## src/rtl/sum_axil_pkg.sv

```systemverilog
// Shared constants for the register-mapped adder.
// Assumes a byte-addressed window; offsets are byte offsets.
package sum_axil_pkg;
    localparam int OFF_CTRL = 'h00;
    localparam int OFF_OPA  = 'h10;
    localparam int OFF_OPB  = 'h18;
    localparam int OFF_SUM  = 'h20;

    // Control word bit positions (software decodes these)
    localparam int CB_START = 0;
    localparam int CB_DONE  = 1;
    localparam int CB_IDLE  = 2;
    localparam int CB_READY = 3;

    localparam logic [1:0] RESP_OKAY = 2'b00;
endpackage

```

## src/rtl/sum_axil_wr.sv

```systemverilog
// Write-side channel handling: holds the address and the data beat in separate
// one-entry slots, so they may arrive in any order. When both slots are full
// and no response is pending, it issues a one-cycle commit and raises BVALID.
// Assumes a single outstanding write.
module sum_axil_wr #(
    parameter int ADDR_W = 16,
    parameter int DATA_W = 32,
    localparam int STRB_W = DATA_W / 8
) (
    input  logic              clk,
    input  logic              rst_n,
    input  logic [ADDR_W-1:0] awaddr,
    input  logic              awvalid,
    output logic              awready,
    input  logic [DATA_W-1:0] wdata,
    input  logic [STRB_W-1:0] wstrb,
    input  logic              wvalid,
    output logic              wready,
    output logic              bvalid,
    input  logic              bready,
    output logic              commit,
    output logic [ADDR_W-1:0] c_addr,
    output logic [DATA_W-1:0] c_data,
    output logic [STRB_W-1:0] c_strb
);
    logic              aw_full_q, w_full_q, bvalid_q;
    logic [ADDR_W-1:0] addr_q;
    logic [DATA_W-1:0] data_q;
    logic [STRB_W-1:0] strb_q;

    // Slot readiness and commit condition
    always_comb begin
        awready = !aw_full_q;
        wready  = !w_full_q;
        commit  = aw_full_q && w_full_q && !bvalid_q;
    end

    assign bvalid = bvalid_q;
    assign c_addr = addr_q;
    assign c_data = data_q;
    assign c_strb = strb_q;

    // Slot capture, commit release and response hold
    always_ff @(posedge clk) begin
        if (!rst_n) begin
            aw_full_q <= 1'b0;
            w_full_q  <= 1'b0;
            bvalid_q  <= 1'b0;
            addr_q    <= '0;
            data_q    <= '0;
            strb_q    <= '0;
        end else begin
            if (awvalid && !aw_full_q) begin
                aw_full_q <= 1'b1;
                addr_q    <= awaddr;
            end
            if (wvalid && !w_full_q) begin
                w_full_q <= 1'b1;
                data_q   <= wdata;
                strb_q   <= wstrb;
            end
            if (commit) begin
                aw_full_q <= 1'b0;
                w_full_q  <= 1'b0;
                bvalid_q  <= 1'b1;
            end else if (bvalid_q && bready) begin
                bvalid_q <= 1'b0;
            end
        end
    end

    // a commit frees both slots and raises BVALID, so it cannot repeat at once
    p_single_commit_r8: assert property (@(posedge clk) disable iff (!rst_n)
        commit |=> !commit);
    // response held until taken
    p_bvalid_hold_r11: assert property (@(posedge clk) disable iff (!rst_n)
        bvalid && !bready |=> bvalid);
endmodule

```

## src/rtl/sum_axil_rd.sv

```systemverilog
// Read-side channel handling: takes one address when no data is waiting,
// registers the decoded word, and holds RVALID/RDATA until the master
// accepts them. Assumes a single outstanding read.
module sum_axil_rd #(
    parameter int DATA_W = 32
) (
    input  logic              clk,
    input  logic              rst_n,
    input  logic              arvalid,
    output logic              arready,
    output logic              fire,
    input  logic [DATA_W-1:0] word_in,
    output logic [DATA_W-1:0] rdata,
    output logic              rvalid,
    input  logic              rready
);
    logic              rvalid_q;
    logic [DATA_W-1:0] rdata_q;

    // Accept a new address only while no data is waiting
    always_comb begin
        arready = !rvalid_q;
        fire    = arvalid && !rvalid_q;
    end

    assign rvalid = rvalid_q;
    assign rdata  = rdata_q;

    // Data capture and hold until accepted
    always_ff @(posedge clk) begin
        if (!rst_n) begin
            rvalid_q <= 1'b0;
            rdata_q  <= '0;
        end else if (fire) begin
            rvalid_q <= 1'b1;
            rdata_q  <= word_in;
        end else if (rvalid_q && rready) begin
            rvalid_q <= 1'b0;
        end
    end

    // read data valid and steady until taken
    p_rvalid_hold_r11: assert property (@(posedge clk) disable iff (!rst_n)
        rvalid && !rready |=> rvalid && $stable(rdata));
endmodule

```

## src/rtl/sum_axil_core.sv

```systemverilog
// Register set and adder. Operands merge writes per byte lane. A start
// request lives for one cycle; on the following edge the sum is latched and
// done is set. A read of the control word clears done, but a completion in
// the same cycle wins. Assumes commit and read pulses last one cycle.
module sum_axil_core
    import sum_axil_pkg::*;
#(
    parameter int ADDR_W = 16,
    parameter int DATA_W = 32,
    localparam int STRB_W = DATA_W / 8
) (
    input  logic              clk,
    input  logic              rst_n,
    input  logic              wr_en,
    input  logic [ADDR_W-1:0] wr_addr,
    input  logic [DATA_W-1:0] wr_data,
    input  logic [STRB_W-1:0] wr_strb,
    input  logic              rd_en,
    input  logic [ADDR_W-1:0] rd_addr,
    output logic [DATA_W-1:0] rd_word
);
    localparam logic [ADDR_W-1:0] A_CTRL = ADDR_W'(OFF_CTRL);
    localparam logic [ADDR_W-1:0] A_OPA  = ADDR_W'(OFF_OPA);
    localparam logic [ADDR_W-1:0] A_OPB  = ADDR_W'(OFF_OPB);
    localparam logic [ADDR_W-1:0] A_SUM  = ADDR_W'(OFF_SUM);

    logic [DATA_W-1:0] opa_q, opb_q, sum_q;
    logic [DATA_W-1:0] opa_nx, opb_nx;
    logic              start_q, done_q;
    logic [DATA_W-1:0] ctrl_word;

    // Byte-lane merge of incoming data into each operand
    for (genvar i = 0; i < STRB_W; i++) begin : g_lane
        assign opa_nx[8*i +: 8] = wr_strb[i] ? wr_data[8*i +: 8] : opa_q[8*i +: 8];
        assign opb_nx[8*i +: 8] = wr_strb[i] ? wr_data[8*i +: 8] : opb_q[8*i +: 8];
    end

    // Control word assembly
    always_comb begin
        ctrl_word           = '0;
        ctrl_word[CB_START] = start_q;
        ctrl_word[CB_DONE]  = done_q;
        ctrl_word[CB_IDLE]  = !start_q;
        ctrl_word[CB_READY] = !start_q;
    end

    // Read decode; unmatched offsets return zero
    always_comb begin
        if (rd_addr == A_CTRL)     rd_word = ctrl_word;
        else if (rd_addr == A_OPA) rd_word = opa_q;
        else if (rd_addr == A_OPB) rd_word = opb_q;
        else if (rd_addr == A_SUM) rd_word = sum_q;
        else                       rd_word = '0;
    end

    // Operand register updates
    always_ff @(posedge clk) begin
        if (!rst_n) begin
            opa_q <= '0;
            opb_q <= '0;
        end else if (wr_en) begin
            if (wr_addr == A_OPA) opa_q <= opa_nx;
            if (wr_addr == A_OPB) opb_q <= opb_nx;
        end
    end

    // Start, sum and done sequencing
    always_ff @(posedge clk) begin
        if (!rst_n) begin
            start_q <= 1'b0;
            done_q  <= 1'b0;
            sum_q   <= '0;
        end else begin
            if (rd_en && rd_addr == A_CTRL) done_q <= 1'b0;
            if (start_q) begin
                sum_q   <= opa_q + opb_q;
                start_q <= 1'b0;
                done_q  <= 1'b1;
            end else if (wr_en && wr_addr == A_CTRL && wr_strb[0] && wr_data[CB_START]) begin
                start_q <= 1'b1;
            end
        end
    end

    // the start request clears itself after one cycle
    p_start_pulse_r5: assert property (@(posedge clk) disable iff (!rst_n)
        start_q |=> !start_q);
    // completion raises done
    p_done_follows_r6: assert property (@(posedge clk) disable iff (!rst_n)
        start_q |=> done_q);
    // result equals the operands held at start
    p_sum_value_r4: assert property (@(posedge clk) disable iff (!rst_n)
        start_q |=> sum_q == $past(opa_q) + $past(opb_q));
endmodule

```

## src/rtl/sum_axil.sv

```systemverilog
// Top level: AXI4-Lite slave fronting the adder register set. Both
// responses are always OKAY. Assumes a 64 KiB window, so addresses are 16 bits.
module sum_axil
    import sum_axil_pkg::*;
#(
    parameter int ADDR_W = 16,
    parameter int DATA_W = 32,
    localparam int STRB_W = DATA_W / 8
) (
    input  logic              clk,
    input  logic              rst_n,
    input  logic [ADDR_W-1:0] awaddr,
    input  logic              awvalid,
    output logic              awready,
    input  logic [DATA_W-1:0] wdata,
    input  logic [STRB_W-1:0] wstrb,
    input  logic              wvalid,
    output logic              wready,
    output logic [1:0]        bresp,
    output logic              bvalid,
    input  logic              bready,
    input  logic [ADDR_W-1:0] araddr,
    input  logic              arvalid,
    output logic              arready,
    output logic [DATA_W-1:0] rdata,
    output logic [1:0]        rresp,
    output logic              rvalid,
    input  logic              rready
);
    logic              commit, rd_fire;
    logic [ADDR_W-1:0] c_addr;
    logic [DATA_W-1:0] c_data, rd_word;
    logic [STRB_W-1:0] c_strb;

    assign bresp = RESP_OKAY;
    assign rresp = RESP_OKAY;

    sum_axil_wr #(.ADDR_W(ADDR_W), .DATA_W(DATA_W)) u_wr (
        .clk(clk), .rst_n(rst_n),
        .awaddr(awaddr), .awvalid(awvalid), .awready(awready),
        .wdata(wdata), .wstrb(wstrb), .wvalid(wvalid), .wready(wready),
        .bvalid(bvalid), .bready(bready),
        .commit(commit), .c_addr(c_addr), .c_data(c_data), .c_strb(c_strb)
    );

    sum_axil_rd #(.DATA_W(DATA_W)) u_rd (
        .clk(clk), .rst_n(rst_n),
        .arvalid(arvalid), .arready(arready), .fire(rd_fire),
        .word_in(rd_word), .rdata(rdata), .rvalid(rvalid), .rready(rready)
    );

    sum_axil_core #(.ADDR_W(ADDR_W), .DATA_W(DATA_W)) u_core (
        .clk(clk), .rst_n(rst_n),
        .wr_en(commit), .wr_addr(c_addr), .wr_data(c_data), .wr_strb(c_strb),
        .rd_en(rd_fire), .rd_addr(araddr), .rd_word(rd_word)
    );
endmodule

```

## config.mk

```make
export PLATFORM = sky130hd
export DESIGN_NAME = sum_axil
export DESIGN_NICKNAME = d
export VERILOG_FILES = /design/src/rtl/sum_axil_pkg.sv /design/src/rtl/sum_axil_wr.sv /design/src/rtl/sum_axil_rd.sv /design/src/rtl/sum_axil_core.sv /design/src/rtl/sum_axil.sv
export SDC_FILE = /design/constraint.sdc
export NUM_CORES = 1
export LEC_CHECK = 0
export BUFFER_PORTS_ARGS = -buffer_cell sky130_fd_sc_hd__clkbuf_2
export CAP_MARGIN = 5
export CORE_MARGIN = 1.5
export CORE_UTILIZATION = 60
export CTS_BUF_LIST = sky130_fd_sc_hd__clkbuf_4 sky130_fd_sc_hd__clkbuf_8
export CTS_CLUSTER_DIAMETER = 40
export CTS_CLUSTER_SIZE = 8
export DETAILED_ROUTE_END_ITERATION = 8
export PLACE_DENSITY = 0.82
export SLEW_MARGIN = 25
export SYNTH_ARGS = -nofsm -noshare
export SYNTH_HDL_FRONTEND = slang
export SYNTH_SLANG_ARGS = --single-unit
```

## constraint.sdc

```tcl
create_clock -name clk -period 3.2 [get_ports clk]
set_clock_uncertainty 0.1 [all_clocks]
set_input_delay 0.32 -clock clk [delete_from_list [all_inputs] [get_ports clk]]
set_output_delay 0.32 -clock clk [all_outputs]
set_load 0.005 [all_outputs]
```

# Yosys cells after proc, flatten, opt, wreduce, memory -nomap -nowiden
# Index checks and enable logic that the tools add are counted.
[totals]
in_bits = 75
output_inout_bits = 41
regBits = 186
elab_cells = 68
[classes]
eq_ne = 5
n_mux = 11
bitwise = 1
reduce_logical = 31
add_sub_neg = 1
[op_table]
columns = ["op", "n"]
rows = [
  ["$mux 32", 4],
  ["$eq 16x5->1 const B", 4],
  ["$add 32x32->32", 1],
  ["$logic_not 16->1", 2],
  ["$reduce_and 3->1", 8],
  ["$eq 16x6->1 const B", 1],
  ["$logic_and 1x1->1", 11],
  ["$mux 1", 7],
  ["$reduce_bool 2->1", 3],
  ["$logic_not 1->1", 5],
  ["$reduce_or 2->1", 2],
  ["$not 1->1", 1],
]

# Logic depth before layout (Yosys ltp)
# Gate-level depths: netlist (run 1).
[depth]
depth_word = 6
mapped_depth = 10
depth_no_buf = 10

# Cells and area by module
# From an unflattened synthesis (run 1), not the netlist that was laid out.
[hier_totals]
hier_cells = 1126
area_unflattened_um2 = 9950.8
[by_module_without_submodules]
columns = ["module", "seq_area_each_um2", "instances", "area_per_inst_um2", "cells_each"]
rows = [
  ["sum_axil_core", 1961.9, 1, 6257.3, 737],
  ["sum_axil_wr", 1101.1, 1, 2304.7, 240],
  ["sum_axil_rd", 660.6, 1, 1355.0, 144],
  ["sum_axil", 0.0, 1, 33.8, 5],
]

# Worst setup path after synthesis (run 1)
# No wires, ideal clock.
[synth_timing]
path_type = "register -> register"
from = "register u_core.opb_q[0]"
to = "register u_core.sum_q[28]"
slack_ns = 0.498
path_stages_with_launch = 11
n_path_buf = 0
required_time_ns = 2.972
setup_time_ns = 0.128
arrival_ns = 2.474
synth_period_minus_slack_ns = 2.702
cell_sequence = "dfxtp_1 ha_1 fa_1 a21oi_1 o21ai_0 o2111a_1 nor3_1 o41ai_1 o31ai_1 xor2_1 o21ai_0"
[synth_between]
elab_chain_cells = 1
[synth_lines]
columns = ["element", "line", "rtl"]
rows = [
  ["start: declaration", "sum_axil_core.sv:27", "logic [DATA_W-1:0] opa_q, opb_q, sum_q;"],
  ["start signal: assignment", "sum_axil_core.sv:63", "if (wr_addr == A_OPB) opb_q <= opb_nx;"],
  ["$add 32x32->32", "sum_axil_core.sv:76", "sum_q <= opa_q + opb_q;"],
  ["end signal: assignment", "sum_axil_core.sv:76", ""],
  ["end: declaration", "sum_axil_core.sv:27", ""],
]
# Every way passes these cells.
# A chain may end at the register's enable or synchronous reset.

# Worst setup path after layout (run 1)
[layout_timing]
from = "register u_core.opb_q[0]"
to = "register u_core.sum_q[26]"
# The elaborated chain is that of the path after synthesis.

==> summary.md, run 1 <==
| Metric | Value |
|---|---|
| Floorplan die area | roughly 16,000 um2 |
| FF+latch count, synth | roughly 190 |
| Maximum Capacitance Violations | 0 |
| Vertical die dimension | approximately 130 um |
| Endpoint kind of the worst setup timing path | flop |
| Synthesized instance count | 1,047 |
| Number of violations reported at the end of detailed-routing iteration 0 | 598 |
| Core box area | roughly 15,000 um2 |
| Maximum cell stage delay along the critical path | approximately 0.46 ns |
| Total congestion overflow after global routing | 0 |
| Horizontal die dimension | 126 um |
| Fraction of power consumed by sequential logic | 0.583 |
| RSZ-0062 raised after global routing | false |
| Cell repeated most along the worst path | o21ai_0 |
| Clock buffers created by TritonCTS | 17 |
| CTS H-Tree Depth | 4 |
| Worst-path clk slew | 0.09 ns |
| Post-CTS setup buffer count | 0 |
| PD cells | 389 nW/um2 |
| Required time reported for the critical path endpoint | 3.46 ns |
| Failing checks | DRC |
| Crit path launch type | flop |
| Average footprint of a synthesized cell | roughly 8.6 um2 |
| Flip-flop cell with the highest count after synthesis | dfxtp_1 |
| Setup slack after layout | roughly 0.25 ns |
| Area share of the largest cell type after synthesis | 0.412 |
| Number of iterations in the first detailed-routing pass | 8 |
| Pleak | between 4 and 5 nW |
| Top achievable clock speed | 339 MHz |
| Area growth from synthesis to layout | 16.8% |
| Clock net sink count | roughly 190 |
| Initial core utilization | 0.617 |
| Mapped Area | between 9000 and 10,000 um2 |
| Routability-driven placement congestion ratio | ~0.9 |
| Buffer depth of the longest clock path | 2 |
| Cell-by-cell listing of the critical path | ha_1 -> fa_1 -> a21oi_1 -> o21ai_0 -> o2111a_1 -> a31oi_1 -> nor3_1 -> a211oi_2 -> xor2_1 -> o21ai_0 |
| Relative contribution of combinational cells to total power | 0.072 |
| Worst-path fanout max | 3 |
| Count of final setup violators | 0 |
| Number of synthesized flops with an enable pin | 0 |
| Total placed instance area | between 9000 and 10,000 um2 |
| Class of the worst hold path | input port to flop |
| Kind of critical path | flop to flop |
| Worst slew pin tran | between 0.6 and 0.7 ns |
| Final-report max-slew violation count | 0 |
| Vias in the first global route | ~7,000 |
| Worst hold stages | 3 |
| Final HPWL from detailed placement | ~15 mm |
| Vias per std cell | between 5 and 6 |
| Via total after detailed routing | ~7,700 |
| Yosys warning total | 0 |
| Share of the yosys chip area belonging to registers | 0.412 |
| Launch instance of the worst register-to-register path | u_core.opb_q[0]$_SDFFE_PN0P_ |
| Pin count of the biggest net entering global routing | 55 |
| Portion of the clock cycle consumed by the worst path in the final layout | 0.921 |
| Power share of the clock group | 0.346 |
| Internal power | around 3.1 mW |
| Slowest-stage cell, CP | fa_1 |
| Total Negative Setup Slacks | 0 ns |
| Final antenna diode count | 0 |
| Number of primary I/O pins | roughly 120 |
| Residual DRC | 13 |
| Buffers on Ports | 111 |
| Most area-consuming cells after synthesis | dfxtp_1 (41%), nand2_1 (10%), mux2i_1 (5.7%) |
| Share of post-route cells with drive strength above 1 | 0.165 |
| Combined global-route utilization of all metal layers | 0.269 |
| Pre-CTS worst setup slack | roughly 0.17 ns |
| Worst slew margin | 0.572 |
| Remaining antenna violation count | 0 |
| Data arrival time at the worst-slack endpoint | between 3 and 4 ns |
| Net count reported at finish | between 1,000 and 1,500 |
| DRT Wirelength | around 21 mm |
| Startpoint of the most critical setup path | u_core.opb_q[0]$_SDFFE_PN0P_ |
| Startpoint of the tightest hold check path | wstrb[1] |
| Worst-Skew Late Latency | approximately 0.47 ns |
| Initial antenna violation count | 0 |
| Wire length per cell | around 15 um |
| Global-route wire length before repair | 34.5 mm |
| P_sw | between 0.9 and 1 mW |
| Row cnt | 44 |
| Number of cells on the worst reg-to-reg path | 10 |
| Min cycle time layout | 2.95 ns |
| Switching portion of total power | 0.243 |
| Result of the run | complete, but fails checks |
| Biggest area consumer among synthesized cells | dfxtp_1 |
| Peak supply drop | approximately 0.33 mV |
| FILL cells | between 1,000 and 1,500 |
| Master cell of the clock root buffer | clkbuf_8 |
| Hold violation count in the final report | 0 |
| TritonCTS clock tree | built |
| Post-Layout Inst Area | about 11,000 um2 |
| Post-synthesis async set-or-reset flop share | 0 |
| Number of distinct library cell variants in the gate-level netlist after synthesis | 57 |
layout by cell type (no fill, tap or decap), drive strengths merged, types with 13 or more instances in the layout:
| cell type | instances |
|---|---|
| a21boi | 88 |
| a21oi | 33 |
| a22oi | 28 |
| buf | 16 |
| clkbuf | 132 |
| dfxtp | 186 |
| dlygate4sd3 | 54 |
| ha | 31 |
| inv | 13 |
| mux2 | 28 |
| mux2i | 51 |
| nand2 | 250 |
| nor2 | 20 |
| nor2b | 53 |
| o21ai | 56 |
| xnor2 | 16 |
worst paths after layout:
path	slack, ns	end
max	0.25	u_core.sum_q[26]$_SDFFE_PN0P_
min reg2reg	0.36	u_rd.rdata[16]$_SDFFE_PN0P_
max reg2reg	0.25	u_core.sum_q[26]$_SDFFE_PN0P_
min	0.02	u_wr.c_strb[1]$_SDFFE_PN0P_
per-stage QoR:
stage                     total power, mW  instances  hold WS (ns)   util
final                                4.11       1378        0.0196  0.721
after global routing                 4.25       1378        0.0278  0.721
after CTS                            4.12       1378       0.00468  0.720
after detailed placement             2.68       1293         0.342  0.659
after global placement               2.67       1293         0.332  0.659
after floorplan                      2.59       1050         0.325      -
synthesized netlist by cell type, types with 7 or more instances:
| cell | n |
|---|---|
| nand2_1 | 250 |
| dfxtp_1 | 186 |
| a21boi_0 | 56 |
| o21ai_0 | 56 |
| nor2b_1 | 53 |
| clkbuf_1 | 52 |
| mux2i_1 | 51 |
| a21oi_1 | 33 |
| a21boi_1 | 32 |
| ha_1 | 31 |
| a22oi_1 | 28 |
| mux2_2 | 28 |
| nor2_1 | 19 |
| xnor2_1 | 16 |
| and2_1 | 12 |
| buf_4 | 12 |
| xor2_1 | 12 |
| a21o_1 | 11 |
| inv_1 | 10 |
| nand3_1 | 10 |
| nor3_1 | 7 |
critical path, delay by kind of cell (launching register included):
kind / cells / cell delay (ns)
compound gates: 6 / 1.41
xor+xnor: 1 / 0.18
fa+ha+maj: 2 / 0.69
flops: 1 / 0.34
simple gates: 1 / 0.12
state kept, by name (all words and copies together), names as in the netlist:
register / cells
u_core.opa_q: 32
u_wr.bvalid: 1
u_wr.aw_full_q: 1
u_core.opb_q: 32
u_wr.c_strb: 4
u_rd.rvalid: 1
u_wr.c_data: 32
u_rd.rdata: 32
u_core.done_q: 1
u_wr.c_addr: 16
u_wr.w_full_q: 1
u_core.start_q: 1
u_core.sum_q: 32
power by group through the flow:
stage | logic, mW | registers (mW) | clock network, mW
6_report | 0.295 | 2.39 | 1.42
5_1_grt | 0.325 | 2.40 | 1.53
4_1_cts | 0.286 | 2.39 | 1.44
3_5_place_dp | 0.235 | 2.45 | 0
3_3_place_gp | 0.232 | 2.44 | 0
2_1_floorplan | 0.154 | 2.43 | 0
final cells by class:
cell class                      count  area (um2)  area share
Clock buffer                       22         284      0.0269
Clock inverter                      9        67.6     0.00640
Sequential cell                   186        3720       0.353
Inverter                           12        45.0     0.00427
Timing Repair Buffer              180        1210       0.115
Multi-Input combinational cell    785        5000       0.473
Tap cell                          184         230      0.0218
per-layer routing:
layer,vias to the layer above,share of wire,GRT usage
met1,3544,0.50,0.399
met5,-,0,0
met3,23,0.056,0.0416
met4,0,0.012,0.0787
met2,239,0.43,0.404
li1,3891,-,-
kinds of logic after synthesis:
| family | synth area share |
|---|---|
| adder cells (fa/ha/maj) | 0.0451 |
| buffers and inverters | 0.0378 |
| multiplexers | 0.0914 |
| AND/OR/NAND/NOR | 0.191 |
| AO/OA/AOI/OAI | 0.195 |
| XOR/XNOR | 0.0271 |
| flip-flops | 0.412 |
| other | 0.000415 |
what timing repair did:
action / CTS / global route
hold buffers: 54 / 0
hold endpoints to repair: 53 / 0
setup endpoints to repair: 0 / 2
resized for setup: 0 / 1
Power figures use the tool's default switching activity.
==> inputs of run 2 (changes only) <==
--- a/config.mk
+++ b/config.mk
@@ -8,12 +8,12 @@
 export BUFFER_PORTS_ARGS = -buffer_cell sky130_fd_sc_hd__clkbuf_2
 export CAP_MARGIN = 5
 export CORE_MARGIN = 1.5
-export CORE_UTILIZATION = 60
+export CORE_UTILIZATION = 50
 export CTS_BUF_LIST = sky130_fd_sc_hd__clkbuf_4 sky130_fd_sc_hd__clkbuf_8
 export CTS_CLUSTER_DIAMETER = 40
 export CTS_CLUSTER_SIZE = 8
 export DETAILED_ROUTE_END_ITERATION = 8
-export PLACE_DENSITY = 0.82
+export PLACE_DENSITY = 0.7
 export SLEW_MARGIN = 25
 export SYNTH_ARGS = -nofsm -noshare
 export SYNTH_HDL_FRONTEND = slang
==> summary.md, run 2 (synthesis gave the netlist of run 1 again) <==
| Metric | Value |
|---|---|
| Result of the run | finished, final reports clean |
| Buffers on Ports | 111 (unchanged) |
| Data arrival time at the worst-slack endpoint | 3.24 ns (+0.03 ns) |
| Maximum cell stage delay along the critical path | 0.47 ns (about the same) |
| Internal power | 3.17 mW (+1.9%) |
| Class of the worst hold path | input port to flop |
| Power share of the clock group | 0.356 (+0.010) |
| Row cnt | 48 (+9.1%) |
| Floorplan die area | 18,900 um2 (+20%) |
| Total Negative Setup Slacks | 0 ns (unchanged) |
| Worst-path clk slew | 0.09 ns (about the same) |
| Final core area utilization | 0.609 (-0.112) |
| Switching portion of total power | 0.239 (-0.00379) |
| Core box area | 17,500 um2 (+19%) |
| P_sw | 0.996 mW (-0.18%) |
| Crit path max-delay family | compound AO/OA/AOI/OAI gates |
| CTS H-Tree Depth | 4 (unchanged) |
| Combined buffer and inverter count along the critical path | 0 (unchanged) |
| Worst slew margin | 0.440 (-0.132) |
| Final HPWL from detailed placement | 14.5 mm (about the same) |
| Cell repeated most along the worst path | o21ai_0 |
| Portion of the clock cycle consumed by the worst path in the final layout | 0.936 (+0.0146) |
| Final antenna diode count | 0 (unchanged) |
| Wire length per cell | 14.4 um (-6.0%) |
| Cell-by-cell listing of the critical path | ha_1 -> fa_1 -> a21oi_1 -> o21ai_0 -> o2111a_1 -> a31oi_1 -> nor3_1 -> a211oi_2 -> xor2_1 -> o21ai_0 |
| Number of cells on the critical path | 10 (unchanged) |
| Post-CTS setup buffer count | 0 (unchanged) |
| Minimum setup slack among reg-to-reg paths | 0.20 ns (-0.05 ns) |
| Kind of critical path | flop to flop |
| GR Util met1 | 0.349 (-0.0503) |
| TritonCTS clock tree | built |
| Combined global-route utilization of all metal layers | 0.223 (-0.0456) |
| Maximum Capacitance Violations | 0 (unchanged) |
| Global-route track usage on met2 | 0.309 (-0.0954) |
| Vias per std cell | 5.27 (-5.7%) |
| Clock buffers created by TritonCTS | 17 (unchanged) |
| Worst-Skew Late Latency | 0.47 ns (about the same) |
| Top achievable clock speed | 334 MHz (-1.6%) |
| Worst slew pin tran | 0.840 ns (+0.201 ns) |
| Launch instance of the worst register-to-register path | u_core.opb_q[0]$_SDFFE_PN0P_ |
| Number of iterations in the first detailed-routing pass | 5 (-3) |
| Residual DRC | 0 (-13) |
| Most common library cell in the layout ignoring fill and taps | nand2_1 |
| Remaining antenna violation count | 0 (unchanged) |
| Initial antenna violation count | 0 (unchanged) |
| Met3 usage in global routing | 0.0412 (-0.000424) |
| Master cell of the clock root buffer | clkbuf_8 |
| Fraction of power consumed by sequential logic | 0.575 (-0.008) |
| Pleak | 4.23 nW (+0.29%) |
| Worst-path fanout max | 3 (unchanged) |
| Startpoint of the tightest hold check path | wstrb[1] |
| Pin count of the biggest net entering global routing | 108 (+96%) |
| Crit path launch type | flop |
| Layer with the highest usage after global routing | met1 |
| Horizontal die dimension | 137 um (+9.3%) |
| Total congestion overflow after global routing | 0 (unchanged) |
| PD cells | 392 nW/um2 (+0.64%) |
| Routability-driven placement congestion ratio | 0.873 (-5.2%) |
| Vertical die dimension | 137 um (+9.3%) |
| Relative contribution of combinational cells to total power | 0.069 (-0.003) |
| Number of violations reported at the end of detailed-routing iteration 0 | 545 (-8.9%) |
| Hold violation count in the final report | 0 (unchanged) |
| Via total after detailed routing | 7,466 (-3.0%) |
| Endpoint kind of the worst setup timing path | flop |
| Net count reported at finish | 1,288 (-0.078%) |
| Min cycle time layout | 3.00 ns (+0.0468 ns) |
| Worst Setup EP | u_core.sum_q[26]$_SDFFE_PN0P_ |
| Buffer depth of the longest clock path | 2 (unchanged) |
| Clock net sink count | 186 (unchanged) |
| Required time reported for the critical path endpoint | 3.45 ns (about the same) |
| Vias in the first global route | 6,579 (-6.5%) |
| Final-report max-slew violation count | 0 (unchanged) |
| DRT Wirelength | 20.4 mm (-3.3%) |
| Initial core utilization | 0.517 (-0.100) |
| Global-route wire length before repair | 33.2 mm (-3.7%) |
| Number of cells on the worst reg-to-reg path | 10 (unchanged) |
| Area growth from synthesis to layout | 17.7% |
| Peak supply drop | 0.255 mV (-22%) |
| Commonest non-fill, non-tap cells in the layout | nand2_1 (250), dfxtp_1 (186), clkbuf_2 (110) |
| Slowest-stage cell, CP | fa_1 |
| Number of primary I/O pins | 116 (unchanged) |
| Startpoint of the most critical setup path | u_core.opb_q[0]$_SDFFE_PN0P_ |
| Share of post-route cells with drive strength above 1 | 0.164 (-0.000700) |
| Count of final setup violators | 0 (unchanged) |
| Worst r2r dst | u_core.sum_q[26]$_SDFFE_PN0P_ |
| RSZ-0062 raised after global routing | false |
## run 2: changes by cell type in the layout (fill, tap and decap cells not counted)
| cell | delta |
|---|---|
| clkbuf_8 | +4 |
| clkbuf_4 | -3 |
| clkinv_4 | -2 |
| buf_2 | -1 |
| buf_4 | -1 |
| dlygate4sd3_1 | +1 |
| inv_6 | +1 |
| o41ai_1 | -1 |
| o41ai_2 | +1 |
## run 2: cell type report
type / count / area, um2
clock inverter: 8 / 58.8
inverter: 12 / 45.0
sequential: 186 / 3720
multi-input combinational: 785 / 5000
clock buffer: 23 / 317
tap: 225 / 282
timing repair buffer: 179 / 1210
fill: 1603 / 6840
## run 2: repair_timing
item,4_1_cts,5_1_grt
gates resized for setup,0,2
hold buffers,55,0
hold endpoints to repair,54,0
endpoints found under the setup margin,0,4
## run 2: power groups by stage
stage          registers (mW)  clock network [mW]  logic [mW]
3_3_place_gp             2.44                   0       0.234
3_5_place_dp             2.45                   0       0.236
6_report                 2.39                1.48       0.288
4_1_cts                  2.39                1.52       0.288
2_1_floorplan            2.43                   0       0.154
5_1_grt                  2.40                1.62       0.322
## run 2: per-stage QoR
stage / total power [mW] / std cells / setup WS (ns) / instance area (um2) / hold slack (ns)
after global placement: 2.68 / 1332 / 0.261 / 9690 / 0.333
final: 4.16 / 1418 / 0.205 / 10600 / 0.0306
after CTS: 4.20 / 1418 / 0.129 / 10600 / 0.00650
after floorplan: 2.59 / 1050 / 0.498 / 9050 / 0.325
after detailed placement: 2.68 / 1332 / 0.164 / 9690 / 0.343
after global routing: 4.34 / 1418 / 0.0345 / 10600 / 0.0256
## run 2: how the worst min path moves through the flow
| stage | slack [ns] | to | cells past startpoint |
|---|---|---|---|
| finish | 0.03 | u_wr.c_strb[1]$_SDFFE_PN0P_ | 3 |
| global route | 0.03 | u_wr.c_strb[1]$_SDFFE_PN0P_ | 3 |
| CTS | 0.007 | u_wr.bvalid$_SDFFE_PN0P_ | 3 |
| detailed placement | 0.34 | u_rd.rdata[18]$_SDFFE_PN0P_ | 2 |
| global placement | 0.33 | u_core.sum_q[13]$_SDFFE_PN0P_ | 2 |
| floorplan | 0.33 | u_core.sum_q[13]$_SDFFE_PN0P_ | 2 |
## run 2: tightest hold or removal path: stages
cell and delay [ns]:
clkbuf_2 0.08, nand2_1 0.07, a21boi_0 0.08
## run 2: layer usage
layer | share of wire | routed length, um | up-vias
li1 | - | - | 3884
met1 | 0.54 | 11000 | 3387
met2 | 0.40 | 8160 | 171
met3 | 0.047 | 952 | 24
met4 | 0.012 | 252 | 0
met5 | 0 | 0 | -
